===== src/rtl/repeater_pkg.sv =====
`timescale 1ns/1ps
package repeater_pkg;
  typedef enum logic [2:0] {
    TX_IDLE,
    TX_PRE,
    TX_SFD,
    TX_PAY,
    TX_JAM
  } tx_state_e;
endpackage


===== src/rtl/rptr_arbiter.sv =====
`timescale 1ns/1ps
module rptr_arbiter #(
  parameter int N_PORTS = 4,
  localparam int IW = (N_PORTS > 1) ? $clog2(N_PORTS) : 1
) (
  input  logic               clk_i,
  input  logic               rst_ni,
  input  logic [N_PORTS-1:0] crs_i,
  input  logic [N_PORTS-1:0] en_i,
  input  logic               tx_busy_i,
  output logic               start_o,
  output logic               rx_act_o,
  output logic [N_PORTS-1:0] src_oh_o,
  output logic               bit_vld_o,
  output logic [IW-1:0]      src_idx_o
);
  logic [N_PORTS-1:0] req;
  logic [IW-1:0]      win_idx;
  logic               rx_act_q;
  logic [IW-1:0]      src_q;
  logic               src_crs;

  assign req = crs_i & en_i;

  // lowest index wins
  always_comb begin
    win_idx = '0;
    for (int i = N_PORTS - 1; i >= 0; i--) begin
      if (req[i]) win_idx = IW'(i);
    end
  end

  assign start_o = !rx_act_q && !tx_busy_i && (|req);
  assign src_crs = crs_i[src_q];

  always_ff @(posedge clk_i or negedge rst_ni) begin
    if (!rst_ni) begin
      rx_act_q <= 1'b0;
      src_q    <= '0;
    end else if (start_o) begin
      rx_act_q <= 1'b1;
      src_q    <= win_idx;
    end else if (rx_act_q && !src_crs) begin
      rx_act_q <= 1'b0;
    end
  end

  generate
    for (genvar g = 0; g < N_PORTS; g++) begin : g_oh
      assign src_oh_o[g] = (src_q == IW'(g));
    end
  endgenerate

  assign rx_act_o  = rx_act_q;
  assign bit_vld_o = rx_act_q && src_crs;
  assign src_idx_o = src_q;
endmodule


===== src/rtl/rptr_rx.sv =====
`timescale 1ns/1ps
module rptr_rx (
  input  logic clk_i,
  input  logic rst_ni,
  input  logic start_i,
  input  logic bit_vld_i,
  input  logic bit_dat_i,
  output logic push_o,
  output logic push_dat_o
);
  logic in_data_q;
  logic prev_q;

  always_ff @(posedge clk_i or negedge rst_ni) begin
    if (!rst_ni) begin
      in_data_q <= 1'b0;
      prev_q    <= 1'b0;
    end else if (start_i) begin
      in_data_q <= 1'b0;
      prev_q    <= 1'b0;
    end else if (bit_vld_i && !in_data_q) begin
      prev_q <= bit_dat_i;
      if (prev_q && bit_dat_i) in_data_q <= 1'b1;
    end
  end

  assign push_o     = bit_vld_i && in_data_q;
  assign push_dat_o = bit_dat_i;
endmodule


===== src/rtl/rptr_fifo.sv =====
`timescale 1ns/1ps
module rptr_fifo #(
  parameter int DEPTH = 64,
  localparam int AW = (DEPTH > 1) ? $clog2(DEPTH) : 1,
  localparam int CW = $clog2(DEPTH + 1)
) (
  input  logic          clk_i,
  input  logic          rst_ni,
  input  logic          push_i,
  input  logic          push_dat_i,
  input  logic          pop_i,
  output logic          pop_dat_o,
  output logic [CW-1:0] count_o,
  output logic          full_o
);
  localparam logic [AW-1:0] LAST = AW'(DEPTH - 1);
  localparam logic [CW-1:0] FULL = CW'(DEPTH);

  logic [DEPTH-1:0] mem_q;
  logic [AW-1:0]    wr_q, rd_q;
  logic [CW-1:0]    cnt_q;
  logic             do_push, do_pop;

  assign do_pop  = pop_i && (cnt_q != '0);
  assign do_push = push_i && (cnt_q != FULL || do_pop);

  always_ff @(posedge clk_i or negedge rst_ni) begin
    if (!rst_ni) begin
      mem_q <= '0;
      wr_q  <= '0;
      rd_q  <= '0;
      cnt_q <= '0;
    end else begin
      if (do_push) begin
        mem_q[wr_q] <= push_dat_i;
        wr_q        <= (wr_q == LAST) ? '0 : wr_q + 1'b1;
      end
      if (do_pop) rd_q <= (rd_q == LAST) ? '0 : rd_q + 1'b1;
      case ({do_push, do_pop})
        2'b10:   cnt_q <= cnt_q + 1'b1;
        2'b01:   cnt_q <= cnt_q - 1'b1;
        default: cnt_q <= cnt_q;
      endcase
    end
  end

  assign pop_dat_o = mem_q[rd_q];
  assign count_o   = cnt_q;
  assign full_o    = (cnt_q == FULL);
endmodule


===== src/rtl/rptr_tx.sv =====
`timescale 1ns/1ps
module rptr_tx
  import repeater_pkg::*;
#(
  parameter int PRE_BITS = 56,
  parameter int MIN_BITS = 96,
  parameter int DEPTH    = 64,
  localparam int PW = $clog2(PRE_BITS + 1),
  localparam int BW = $clog2(MIN_BITS + 1),
  localparam int CW = $clog2(DEPTH + 1)
) (
  input  logic          clk_i,
  input  logic          rst_ni,
  input  logic          start_i,
  input  logic          rx_act_i,
  input  logic [CW-1:0] fifo_cnt_i,
  input  logic          fifo_push_i,
  input  logic          fifo_dat_i,
  output logic          pop_o,
  output logic          busy_o,
  output logic          bit_o,
  output logic          in_sfd_o,
  output logic [PW-1:0] pre_cnt_o,
  output logic [BW-1:0] frame_bits_o
);
  localparam logic [PW-1:0] PRE_MAX  = PW'(PRE_BITS);
  localparam logic [PW-1:0] PRE_LAST = PW'(PRE_BITS - 1);
  localparam logic [BW-1:0] MIN_MAX  = BW'(MIN_BITS);
  localparam logic [BW-1:0] MIN_LAST = BW'(MIN_BITS - 1);

  tx_state_e     st_q;
  logic [PW-1:0] pcnt_q;
  logic          pre_ph_q;
  logic [2:0]    sidx_q;
  logic          jam_ph_q;
  logic [BW-1:0] fbits_q;
  logic          last_ok;
  logic          pay_last;
  logic          buf_any;

  assign last_ok  = (fbits_q >= MIN_LAST);
  assign pay_last = (fifo_cnt_i == CW'(1)) && !fifo_push_i;
  assign buf_any  = (fifo_cnt_i != '0) || fifo_push_i;

  always_ff @(posedge clk_i or negedge rst_ni) begin
    if (!rst_ni) begin
      st_q     <= TX_IDLE;
      pcnt_q   <= '0;
      pre_ph_q <= 1'b0;
      sidx_q   <= '0;
      jam_ph_q <= 1'b0;
      fbits_q  <= '0;
    end else begin
      if (st_q != TX_IDLE && fbits_q != MIN_MAX) fbits_q <= fbits_q + 1'b1;
      case (st_q)
        TX_IDLE: begin
          if (start_i) begin
            st_q     <= TX_PRE;
            pcnt_q   <= '0;
            pre_ph_q <= 1'b0;
            sidx_q   <= '0;
            jam_ph_q <= 1'b0;
            fbits_q  <= '0;
          end
        end
        TX_PRE: begin
          pre_ph_q <= ~pre_ph_q;
          if (pcnt_q != PRE_MAX) pcnt_q <= pcnt_q + 1'b1;
          // leave only after an even count, once payload exists or input ended
          if (pcnt_q >= PRE_LAST && pre_ph_q && (fifo_cnt_i != '0 || !rx_act_i))
            st_q <= TX_SFD;
        end
        TX_SFD: begin
          sidx_q <= sidx_q + 1'b1;
          if (sidx_q == 3'd7) begin
            if (buf_any)       st_q <= TX_PAY;
            else if (!last_ok) st_q <= TX_JAM;
            else               st_q <= TX_IDLE;
          end
        end
        TX_PAY: begin
          if (pay_last) st_q <= last_ok ? TX_IDLE : TX_JAM;
        end
        TX_JAM: begin
          jam_ph_q <= ~jam_ph_q;
          if (last_ok) st_q <= TX_IDLE;
        end
        default: st_q <= TX_IDLE;
      endcase
    end
  end

  always_comb begin
    case (st_q)
      TX_PRE:  bit_o = ~pre_ph_q;
      TX_SFD:  bit_o = (sidx_q == 3'd7) ? 1'b1 : ~sidx_q[0];
      TX_PAY:  bit_o = fifo_dat_i;
      TX_JAM:  bit_o = ~jam_ph_q;
      default: bit_o = 1'b0;
    endcase
  end

  assign pop_o        = (st_q == TX_PAY);
  assign busy_o       = (st_q != TX_IDLE);
  assign in_sfd_o     = (st_q == TX_SFD);
  assign pre_cnt_o    = pcnt_q;
  assign frame_bits_o = fbits_q;
endmodule


===== src/rtl/repeater_fwd.sv =====
`timescale 1ns/1ps
module repeater_fwd #(
  parameter int N_PORTS  = 4,
  parameter int PRE_BITS = 56,
  parameter int MIN_BITS = 96,
  parameter int DEPTH    = 64,
  localparam int IW = (N_PORTS > 1) ? $clog2(N_PORTS) : 1,
  localparam int PW = $clog2(PRE_BITS + 1),
  localparam int BW = $clog2(MIN_BITS + 1),
  localparam int CW = $clog2(DEPTH + 1)
) (
  input  logic               clk_i,
  input  logic               rst_ni,
  input  logic [N_PORTS-1:0] port_en_i,
  input  logic [N_PORTS-1:0] rx_crs_i,
  input  logic [N_PORTS-1:0] rx_dat_i,
  output logic [N_PORTS-1:0] tx_en_o,
  output logic [N_PORTS-1:0] tx_dat_o,
  output logic               exp_dat_o,
  output logic [N_PORTS-1:0] col_o
);
  logic               start, rx_act, bit_vld, tx_busy, tx_bit;
  logic [N_PORTS-1:0] src_oh;
  logic [IW-1:0]      src_idx;
  logic               fifo_push, fifo_push_dat, fifo_pop, fifo_dat, fifo_full;
  logic [CW-1:0]      fifo_cnt;
  logic               in_sfd;
  logic [PW-1:0]      pre_cnt;
  logic [BW-1:0]      frame_bits;

  rptr_arbiter #(.N_PORTS(N_PORTS)) u_arb (
    .clk_i     (clk_i),
    .rst_ni    (rst_ni),
    .crs_i     (rx_crs_i),
    .en_i      (port_en_i),
    .tx_busy_i (tx_busy),
    .start_o   (start),
    .rx_act_o  (rx_act),
    .src_oh_o  (src_oh),
    .bit_vld_o (bit_vld),
    .src_idx_o (src_idx)
  );

  rptr_rx u_rx (
    .clk_i      (clk_i),
    .rst_ni     (rst_ni),
    .start_i    (start),
    .bit_vld_i  (bit_vld),
    .bit_dat_i  (rx_dat_i[src_idx]),
    .push_o     (fifo_push),
    .push_dat_o (fifo_push_dat)
  );

  rptr_fifo #(.DEPTH(DEPTH)) u_fifo (
    .clk_i      (clk_i),
    .rst_ni     (rst_ni),
    .push_i     (fifo_push),
    .push_dat_i (fifo_push_dat),
    .pop_i      (fifo_pop),
    .pop_dat_o  (fifo_dat),
    .count_o    (fifo_cnt),
    .full_o     (fifo_full)
  );

  rptr_tx #(.PRE_BITS(PRE_BITS), .MIN_BITS(MIN_BITS), .DEPTH(DEPTH)) u_tx (
    .clk_i        (clk_i),
    .rst_ni       (rst_ni),
    .start_i      (start),
    .rx_act_i     (rx_act),
    .fifo_cnt_i   (fifo_cnt),
    .fifo_push_i  (fifo_push),
    .fifo_dat_i   (fifo_dat),
    .pop_o        (fifo_pop),
    .busy_o       (tx_busy),
    .bit_o        (tx_bit),
    .in_sfd_o     (in_sfd),
    .pre_cnt_o    (pre_cnt),
    .frame_bits_o (frame_bits)
  );

  assign tx_en_o   = {N_PORTS{tx_busy}} & port_en_i & ~src_oh;
  assign tx_dat_o  = tx_en_o & {N_PORTS{tx_bit}};
  assign exp_dat_o = tx_busy & tx_bit;
  assign col_o     = {N_PORTS{rx_act}} & rx_crs_i & port_en_i & ~src_oh;
endmodule


===== config.mk =====
export PLATFORM = sky130hd
export DESIGN_NAME = repeater_fwd
export DESIGN_NICKNAME = d
export VERILOG_FILES = /design/src/rtl/repeater_pkg.sv /design/src/rtl/rptr_arbiter.sv /design/src/rtl/rptr_rx.sv /design/src/rtl/rptr_fifo.sv /design/src/rtl/rptr_tx.sv /design/src/rtl/repeater_fwd.sv
export SDC_FILE = /design/constraint.sdc
export NUM_CORES = 1
export LEC_CHECK = 0
export ABC_AREA = 1
export BUFFER_PORTS_ARGS = -buffer_cell sky130_fd_sc_hd__buf_2
export CORE_UTILIZATION = 50
export CTS_BUF_LIST = sky130_fd_sc_hd__clkbuf_8 sky130_fd_sc_hd__clkbuf_16
export DETAILED_ROUTE_END_ITERATION = 8
export HOLD_SLACK_MARGIN = 0.15
export PLACE_DENSITY = 0.66
export SLEW_MARGIN = 15
export SYNTH_ARGS = -nofsm -noshare
export SYNTH_HDL_FRONTEND = slang
export SYNTH_HIERARCHICAL = 1
export SYNTH_SLANG_ARGS = --single-unit
export TNS_END_PERCENT = 20

===== constraint.sdc =====
create_clock -name clk_i -period 3.6 [get_ports clk_i]
set_clock_uncertainty 0.15 [all_clocks]
set_input_delay 0.72 -clock clk_i [delete_from_list [all_inputs] [get_ports clk_i]]
set_output_delay 0.72 -clock clk_i [all_outputs]
set_load 0.1 [all_outputs]

* Word level (Yosys, flattened, before mapping)
Index checks and enable logic that the tools add are counted.
Cells by class: add/subtract/negate cells 7, multiply operators 0, div/mod/pow operators 0, magnitude comparators 6, equal/unequal tests 22, shift operators 0, muxes and demuxes 44, bitwise logic cells 12, reduce and logical (&&, ||, !) cells 40
Operators with widths (number):
- $bwmux W64 | 1
- $and A4 B4 Y4 | 7
- $mux W3 | 8
- $mux W6 | 4
- $mux W7 | 3
- $add A6 B1 Y6 const B | 3
- $pmux W3 S5 | 1
- $add A7 B1 Y7 const B | 2
- $logic_and A1 B1 Y1 | 14
- $lt A6 B7 Y1 const B | 2
- $ne A7 B7 Y1 const B | 2
- $pmux W7 S2 | 1
- $reduce_bool A2 Y1 | 7
- $mux W1 | 13
- $eq A6 B6 Y1 const B | 2
- $pmux W6 S2 | 1
- $ne A2 B1 Y1 const B | 5
- $mux W2 | 4
- $reduce_and A2 Y1 | 4
- $eq A7 B1 Y1 const B | 1
- $ge A7 B7 Y1 const B | 1
- $reduce_bool A7 Y1 | 1
- $sub A7 B1 Y7 const B | 1
- $bmux W1 S6 | 1
- other kinds (27) | 42
Storage, ports and cells: flip-flop bits (word level) 109, latch bits 0, RAM bits 0, memory bits (read-only) 0, bits of input ports 14, output and inout bits 13, word-level logic and storage cells 145, memories kept 0

* Depth between registers and ports, before layout
Gate-level depths: netlist (run 1).
depth after elaboration 8, gate-level depth with buffers 20

* Cells and area by module
Netlist (run 1), hierarchy kept.
Modules (own cells, without submodules):
- rptr_fifo | times used 1, cells each 776, area an instance 5277.6 um^2, sequential area each 2077.0 um^2
- rptr_tx | times used 1, cells each 204, area an instance 1427.6 um^2, sequential area each 525.5 um^2
- rptr_arbiter | times used 1, cells each 41, area an instance 221.5 um^2, sequential area each 75.1 um^2
- repeater_fwd | times used 1, cells each 37, area an instance 161.4 um^2, sequential area each 0.0 um^2
- rptr_rx | times used 1, cells each 13, area an instance 110.1 um^2, sequential area each 50.0 um^2

* Worst setup path before layout (run 1)
OpenSTA, ideal clock, no wires.
path type register -> output, start point reg u_fifo.rd_q[1], end point out tx_dat_o[0], arrival time 3.558 ns, slack -0.828 ns, stages on the path, launching flop included 15, cell sequence dfrtp_1 > buf_4 > clkinv_1 > buf_2 > nor2_1 > o21ai_0 > nand3_1 > nand3_1 > nand2_1 > nand3_1 > nand2_1 > a21oi_1 > nand3_1 > nand2_2 > nor3_1
On the way: longest elaborated chain between the ends 4
RTL lines:
- start: declaration | RTL line rptr_fifo.sv:20 | logic [AW-1:0] wr_q, rd_q;
- start signal: assignment | RTL line rptr_fifo.sv:38 | if (do_pop) rd_q <= (rd_q == LAST) ? '0 : rd_q + 1'b1;
- $bmux W1 S6 | RTL line rptr_fifo.sv:47 | assign pop_dat_o = mem_q[rd_q];
- $mux W1 (not written as such) | RTL line rptr_fifo.sv:47
- net fifo_dat | RTL line repeater_fwd.sv:25 | logic fifo_push, fifo_push_dat, fifo_pop, fifo_dat, fifo_full;
- $pmux W1 S4 | RTL line rptr_tx.sv:94 | case (st_q)
- net tx_bit | RTL line repeater_fwd.sv:22 | logic start, rx_act, bit_vld, tx_busy, tx_bit;
- $and A4 B4 Y4 | RTL line repeater_fwd.sv:82 | assign tx_dat_o = tx_en_o & {N_PORTS{tx_bit}};
- end: declaration | RTL line repeater_fwd.sv:18 | output logic [N_PORTS-1:0] tx_dat_o,
The timed path passes the listed nets, and every way through them passes these cells. The select of a mux whose other input is x is not followed.

* Worst setup path after layout (run 1)
start point reg u_fifo.rd_q[0], end point out tx_dat_o[1]
The elaborated chain is that of the path after synthesis.

==> reports/results.ini, run 1 <==
[clock_tree]
cts_buffers = 9
cts_num_sinks = 109
clk_path_buf_depth = 2
postCtsHoldBufs = 0
cts-root-buf = clkbuf_16
cts_tree = done
cts.htree.levels = 3
path_clk_slew_ps = 70
clk_latency_ps = 360

[timing]
relSlewSlack = 0.424
fin_crit_sh = 0.931
worst_pin_slew_ps = 864
hold_violations = 0
rsz0062_at_grt = no
min_period_ps = 3350
max_freq_mhz = 298
finalWorstSetupSlack_ps = 248
finalSetupViolCount = 0
slew_violations = 0
finalSetupTns_ps = 0

[placement]
dp_hpwl_um = 11800
place_ws_ps = 383
gp_congestion = 0.817
portBuffers = 26

[layout]
nets = 1097
area_growth_syn_to_layout_pct = 8.87
n_antenna_cell = 0
drive_gt1_frac = 0.0756
fill_cells = 1351
utilization = 0.562

[synth]
syn-num-nets = 1100
avgSynthCellArea_um2 = 6.72
netlist_area_um2 = 7190
synthCells = 1070
yosysWarnings = 6

[worst_setup_path]
r2r-start = u_tx/st_q[2]
critPathKind = flop to output port
cp_data_arrival_time_ps = 2480
crit_fanout = 31
ff2ff_path_depth = 14
r2r-end = u_fifo/count_o[6]
critPathLaunchType = flop
rrSetupSlack_ps = 470
worstPathRequired_ps = 2730
endpoint_kind = output port

[floorplanning]
die_x_um = 122
die_height_um = 122
core_um2 = 13900
dieArea_um2 = 14900
core.rowCount = 43
initial_core_util = 0.516
ios = 27

[global_routing]
antenna_found_initial = 0
grt_overflow = 0
track_usage = 0.263
grt_pass1_vias = 6098
grt_max_degree = 129
grt_pass1_wl_um = 30600

[detailed_routing]
via_per_inst = 5.42
initialDrtViolationCount = 712
vias = 6781
drt-total-wl_um = 18300
first_pass_iters = 5
ant_nets = 0
wl_per_cell_um = 14.6
drc = 0

[worst_hold_path]
hold_path.class = primary input to asynchronous set/reset pin

[job]
cap_viol_max_count = 0

[power_and_ir_drop]
p_leak_uw = 0.00402
p_per_area_nw_per_um2 = 732
peakVddDrop_uv = 987

[run_status]
outcome = finished clean

[through the flow]
step | cells | hold slack (ps) | total power [uW] | area, um^2
after CTS | 1252 | 313 | 5740 | 7810
after global routing | 1252 | 343 | 6160 | 7830
after floorplan | 1070 | 274 | 3830 | 7190
final | 1252 | 285 | 5730 | 7830
after detailed placement | 1236 | 308 | 4570 | 7470
after global placement | 1236 | 301 | 4540 | 7470
[layout make-up]
class                   count  area [um^2]  area share
clock buffers               9          225      0.0288
well taps                 180          225      0.0288
repair buffers             39          338      0.0431
inverters                 120          452      0.0577
clock inverters             7          115      0.0147
flip-flops and latches    109         2730       0.348
multi-input cells         788         3750       0.479
[power breakdown]
group          switching (uW)  internal [uW]  leakage, uW
sequential                263           1420      0.00147
combinational            2050            853      0.00238
clock                     468            678     0.000167
total                    2780           2950      0.00402
[flip-flops by register name, summed over array words and instances (netlist names), 2 cells and up]
| signal | cells |
|---|---|
| u_fifo/count_o | 7 |
| u_tx/pre_cnt_o | 6 |
| u_fifo/mem_q | 64 |
| u_arb/src_idx_o | 2 |
| u_tx/frame_bits_o | 7 |
| u_fifo/rd_q | 6 |
| u_tx/st_q | 3 |
| u_tx/sidx_q | 3 |
| u_fifo/wr_q | 6 |
[cells in the final DEF, fill, tap and decap left out, drive strengths merged, types with 9 or more instances in the layout]
| cell type | n |
|---|---|
| ha | 15 |
| xor2 | 11 |
| dfrtp | 109 |
| clkbuf | 9 |
| a21oi | 11 |
| o21ai | 38 |
| nand2 | 347 |
| nand3 | 146 |
| buf | 39 |
| nor2 | 120 |
| inv | 119 |
| nand4 | 74 |
| nor3 | 9 |
[routing by layer]
layer,GRT usage,routed length [um]
met1,0.383,9060
met2,0.397,8090
met3,0.0520,989
met4,0.0679,178
met5,0,0
[worst max-delay path: stages, from the launching register on]
cell,delay (ps)
dfrtp_1,410
inv_2,130
buf_12,200
nand2_1,80
nand2_1,70
nand2_1,40
nand3_1,60
nand3_1,90
nand2_1,80
nand2_1,50
nand2_1,60
inv_1,40
nand2_1,100
a21oi_1,70
nand3_1,110
nand2_2,100
nor3_2,220
buf_12,210
[repair_timing]
item                       4_1_cts  5_1_grt
gates resized for setup          0        3
setup buffers                    0        0
setup endpoints to repair        0        3
[worst max-delay path by stage]
stage / start / end / slack, ps / cells after the start
final: u_fifo/rd_q[0] / tx_dat_o[1] / 250 / 17
after CTS: u_fifo/rd_q[0] / tx_dat_o[1] / 110 / 14
after global placement: rx_crs_i[3] / u_fifo/count_o[6] / 430 / 18
after floorplan: u_fifo/rd_q[1] / tx_dat_o[0] / -830 / 14
after detailed placement: rx_crs_i[3] / u_fifo/count_o[6] / 380 / 18
after global routing: u_fifo/rd_q[0] / tx_dat_o[1] / 9 / 17
(Power assumes the default switching activity.)
==> run 2, diff against run 1 <==
==> constraint.sdc (replaced) <==
create_clock -name clk_i -period 3.2 [get_ports clk_i]
set_clock_uncertainty 0.15 [all_clocks]
set_input_delay 0.64 -clock clk_i [delete_from_list [all_inputs] [get_ports clk_i]]
set_output_delay 0.64 -clock clk_i [all_outputs]
set_load 0.1 [all_outputs]
==> run 2 against run 1 <==
Critical path depth shrank 2. Total power up 14%. Clock power about the same. Count of clock-buffer cells in the layout increased by 1. Cell count grew 0.96%. Die area did not move. Flip-flop and latch count is the same. Worst hold slack improved by 39 ps. Sequential share of layout area shrank 0.66 points. Non-clock buffer count rose by 12.
==> reports/results.ini, run 2 (synthesis gave the netlist of run 1 again) <==
[power_and_ir_drop]
power.net_switching_uw = 3190  ; +15%
p_clk_frac = 0.178  ; -0.022
peakVddDrop_uv = 1200  ; +21%
p_leak_uw = 0.00410  ; +1.9%
combPwrFrac = 0.533  ; +0.027
sw_frac_of_total = 0.488  ; +0.00331
p_total_uw = 6530  ; +14%
p_int_uw = 3340  ; +13%
seqPwrFrac = 0.289  ; -0.005
p_per_area_nw_per_um2 = 818  ; +12%

[global_routing]
grt_pass1_vias = 5991  ; -1.8%
track_usage = 0.260  ; -0.00316
grt_max_degree = 129  ; unchanged
grt_pass1_wl_um = 30000  ; -2.0%
grt_overflow = 0  ; unchanged
antenna_found_initial = 0  ; unchanged

[layout]
largest_register_ffs = 64  ; unchanged
n_antenna_cell = 0  ; unchanged
mostFrequentLayoutCell = nand2_1
largest-register = u_fifo/mem_q
final_cells = 1264  ; +0.96%
layout_common_cells = 340 x nand2_1, 144 x nand3_1, 115 x nor2_1, 110 x inv_1, 108 x dfrtp_1
nets = 1109  ; +1.1%
area_growth_syn_to_layout_pct = 11.0
drive_gt1_frac = 0.0941  ; +0.0185
utilization = 0.573  ; +0.0110

[timing]
hold_violations = 0  ; unchanged
finalWorstSetupSlack_ps = 4.52  ; -243 ps
finalSetupViolCount = 0  ; unchanged
min_period_ps = 3200
worst_pin_slew_ps = 740  ; -124 ps
max_freq_mhz = 313
fin_crit_sh = 0.999
relSlewSlack = 0.507  ; +0.0825
slew_violations = 0  ; unchanged
rsz0062_at_grt = yes

[placement]
gp_congestion = 0.802  ; -1.9%
dp.cells = 1244  ; +0.65%
portBuffers = 26  ; unchanged
place_ws_ps = 108  ; -276 ps
dp_hpwl_um = 12000  ; +1.7%

[detailed_routing]
initialDrtViolationCount = 535  ; -25%
first_pass_iters = 5  ; unchanged
drt-total-wl_um = 18000  ; -1.9%
vias = 6849  ; +1.0%
via_per_inst = 5.42  ; about the same
wl_per_cell_um = 14.2  ; -2.9%
ant_nets = 0  ; unchanged
drc = 0  ; unchanged

[clock_tree]
clk_path_buf_depth = 2  ; unchanged
cts_tree = done
cts-root-buf = clkbuf_16
cts_num_sinks = 109  ; unchanged
cts_buffers = 9  ; unchanged
path_clk_slew_ps = 70  ; about the same
clk_latency_ps = 360  ; about the same
cts.htree.levels = 3  ; unchanged

[worst_setup_path]
critPathBufInv = 3  ; -1
crit_fanout = 11  ; -65%
critPathLaunchType = flop
rrSetupSlack_ps = 350  ; -120 ps
worstPathRequired_ps = 2410  ; -320 ps
worst_path_most_repeated_cell = nand2_1
cp_top_family = simple AND/OR/NAND/NOR gates
r2r-start = u_arb/src_idx_o[0]
endpoint_kind = output port
slowest_delay_ps = 460  ; +50 ps
critPathKind = flop to output port
slowest_stage = dfrtp_2
cp_cell_sequence = inv_4 -> bufbuf_16 -> nand2_1 -> nand2_1 -> nand2_1 -> nand3_1 -> nand3_1 -> nand2_1 -> nand3_1 -> nand2_2 -> a21oi_2 -> nand3_2 -> nand2_4 -> nor2_2 -> buf_12
r2r-end = u_fifo/count_o[6]
cp_data_arrival_time_ps = 2410  ; -70 ps
ff2ff_path_depth = 18  ; +4

[job]
cap_viol_max_count = 0  ; unchanged

[floorplanning]
die_height_um = 122  ; unchanged
initial_core_util = 0.516  ; unchanged
core.rowCount = 43  ; unchanged
dieArea_um2 = 14900  ; unchanged
ios = 27  ; unchanged
die_x_um = 122  ; unchanged
core_um2 = 13900  ; unchanged

[worst_hold_path]
holdPathEnd = u_fifo/mem_q[60]
hold_path.class = flop to flop
min_path_cells = 2
hp-start = u_fifo/mem_q[60]

[run_status]
outcome = finished clean

run 2: layer usage:
layer,share of wire,global-route usage
met1,0.47,0.367
met2,0.45,0.403
met3,0.061,0.0557
met4,0.017,0.0664
met5,0,0
run 2: final cells by class:
type,instances,area [um^2]
clock inverters,6,61.3
multi-input cells,788,3780
clock buffers,10,239
flip-flops and latches,109,2730
repair buffers,51,492
well taps,180,225
inverters,120,454
fillers,1323,5950
run 2: through the flow:
stage	area, um^2	TNS, ps	hold WS [ps]
after floorplan	7200	-1520	194
after global placement	7540	0	301
after detailed placement	7540	0	304
after CTS	7950	-97.9	324
after global routing	7980	-664	338
final	7980	0	324
run 2: power by group through the flow:
stage                     logic, uW  clock network [uW]  registers (uW)
final                          3480                1160            1890
after global routing           3860                1250            1930
after CTS                      3450                1200            1890
after detailed placement       3300                   0            1910
after global placement         3260                   0            1910
after floorplan                2500                   0            1820
run 2: what timing repair did:
item	CTS	global route
resized for setup	16	5
endpoints found under the hold margin	18	0
endpoints found under the setup margin	5	5
hold buffers	1	0
cloned	1	0
buffers inserted	1	0
pin swaps	5	3
run 2: worst max path at each step:
stage | start | end | depth (start not counted)
floorplan | u_tx/st_q[1] | tx_en_o[0] | 4
global placement | u_fifo/rd_q[0] | exp_dat_o | 18
detailed placement | rx_crs_i[3] | u_fifo/count_o[6] | 18
CTS | u_fifo/rd_q[0] | tx_dat_o[2] | 15
global route | u_fifo/rd_q[0] | tx_dat_o[2] | 14
finish | u_fifo/rd_q[0] | tx_dat_o[2] | 15
run 2: tightest hold or removal path, stage by stage (launching register included):
cell and delay, ps:
dfrtp_1 350, nand2_1 50, nand2_1 40
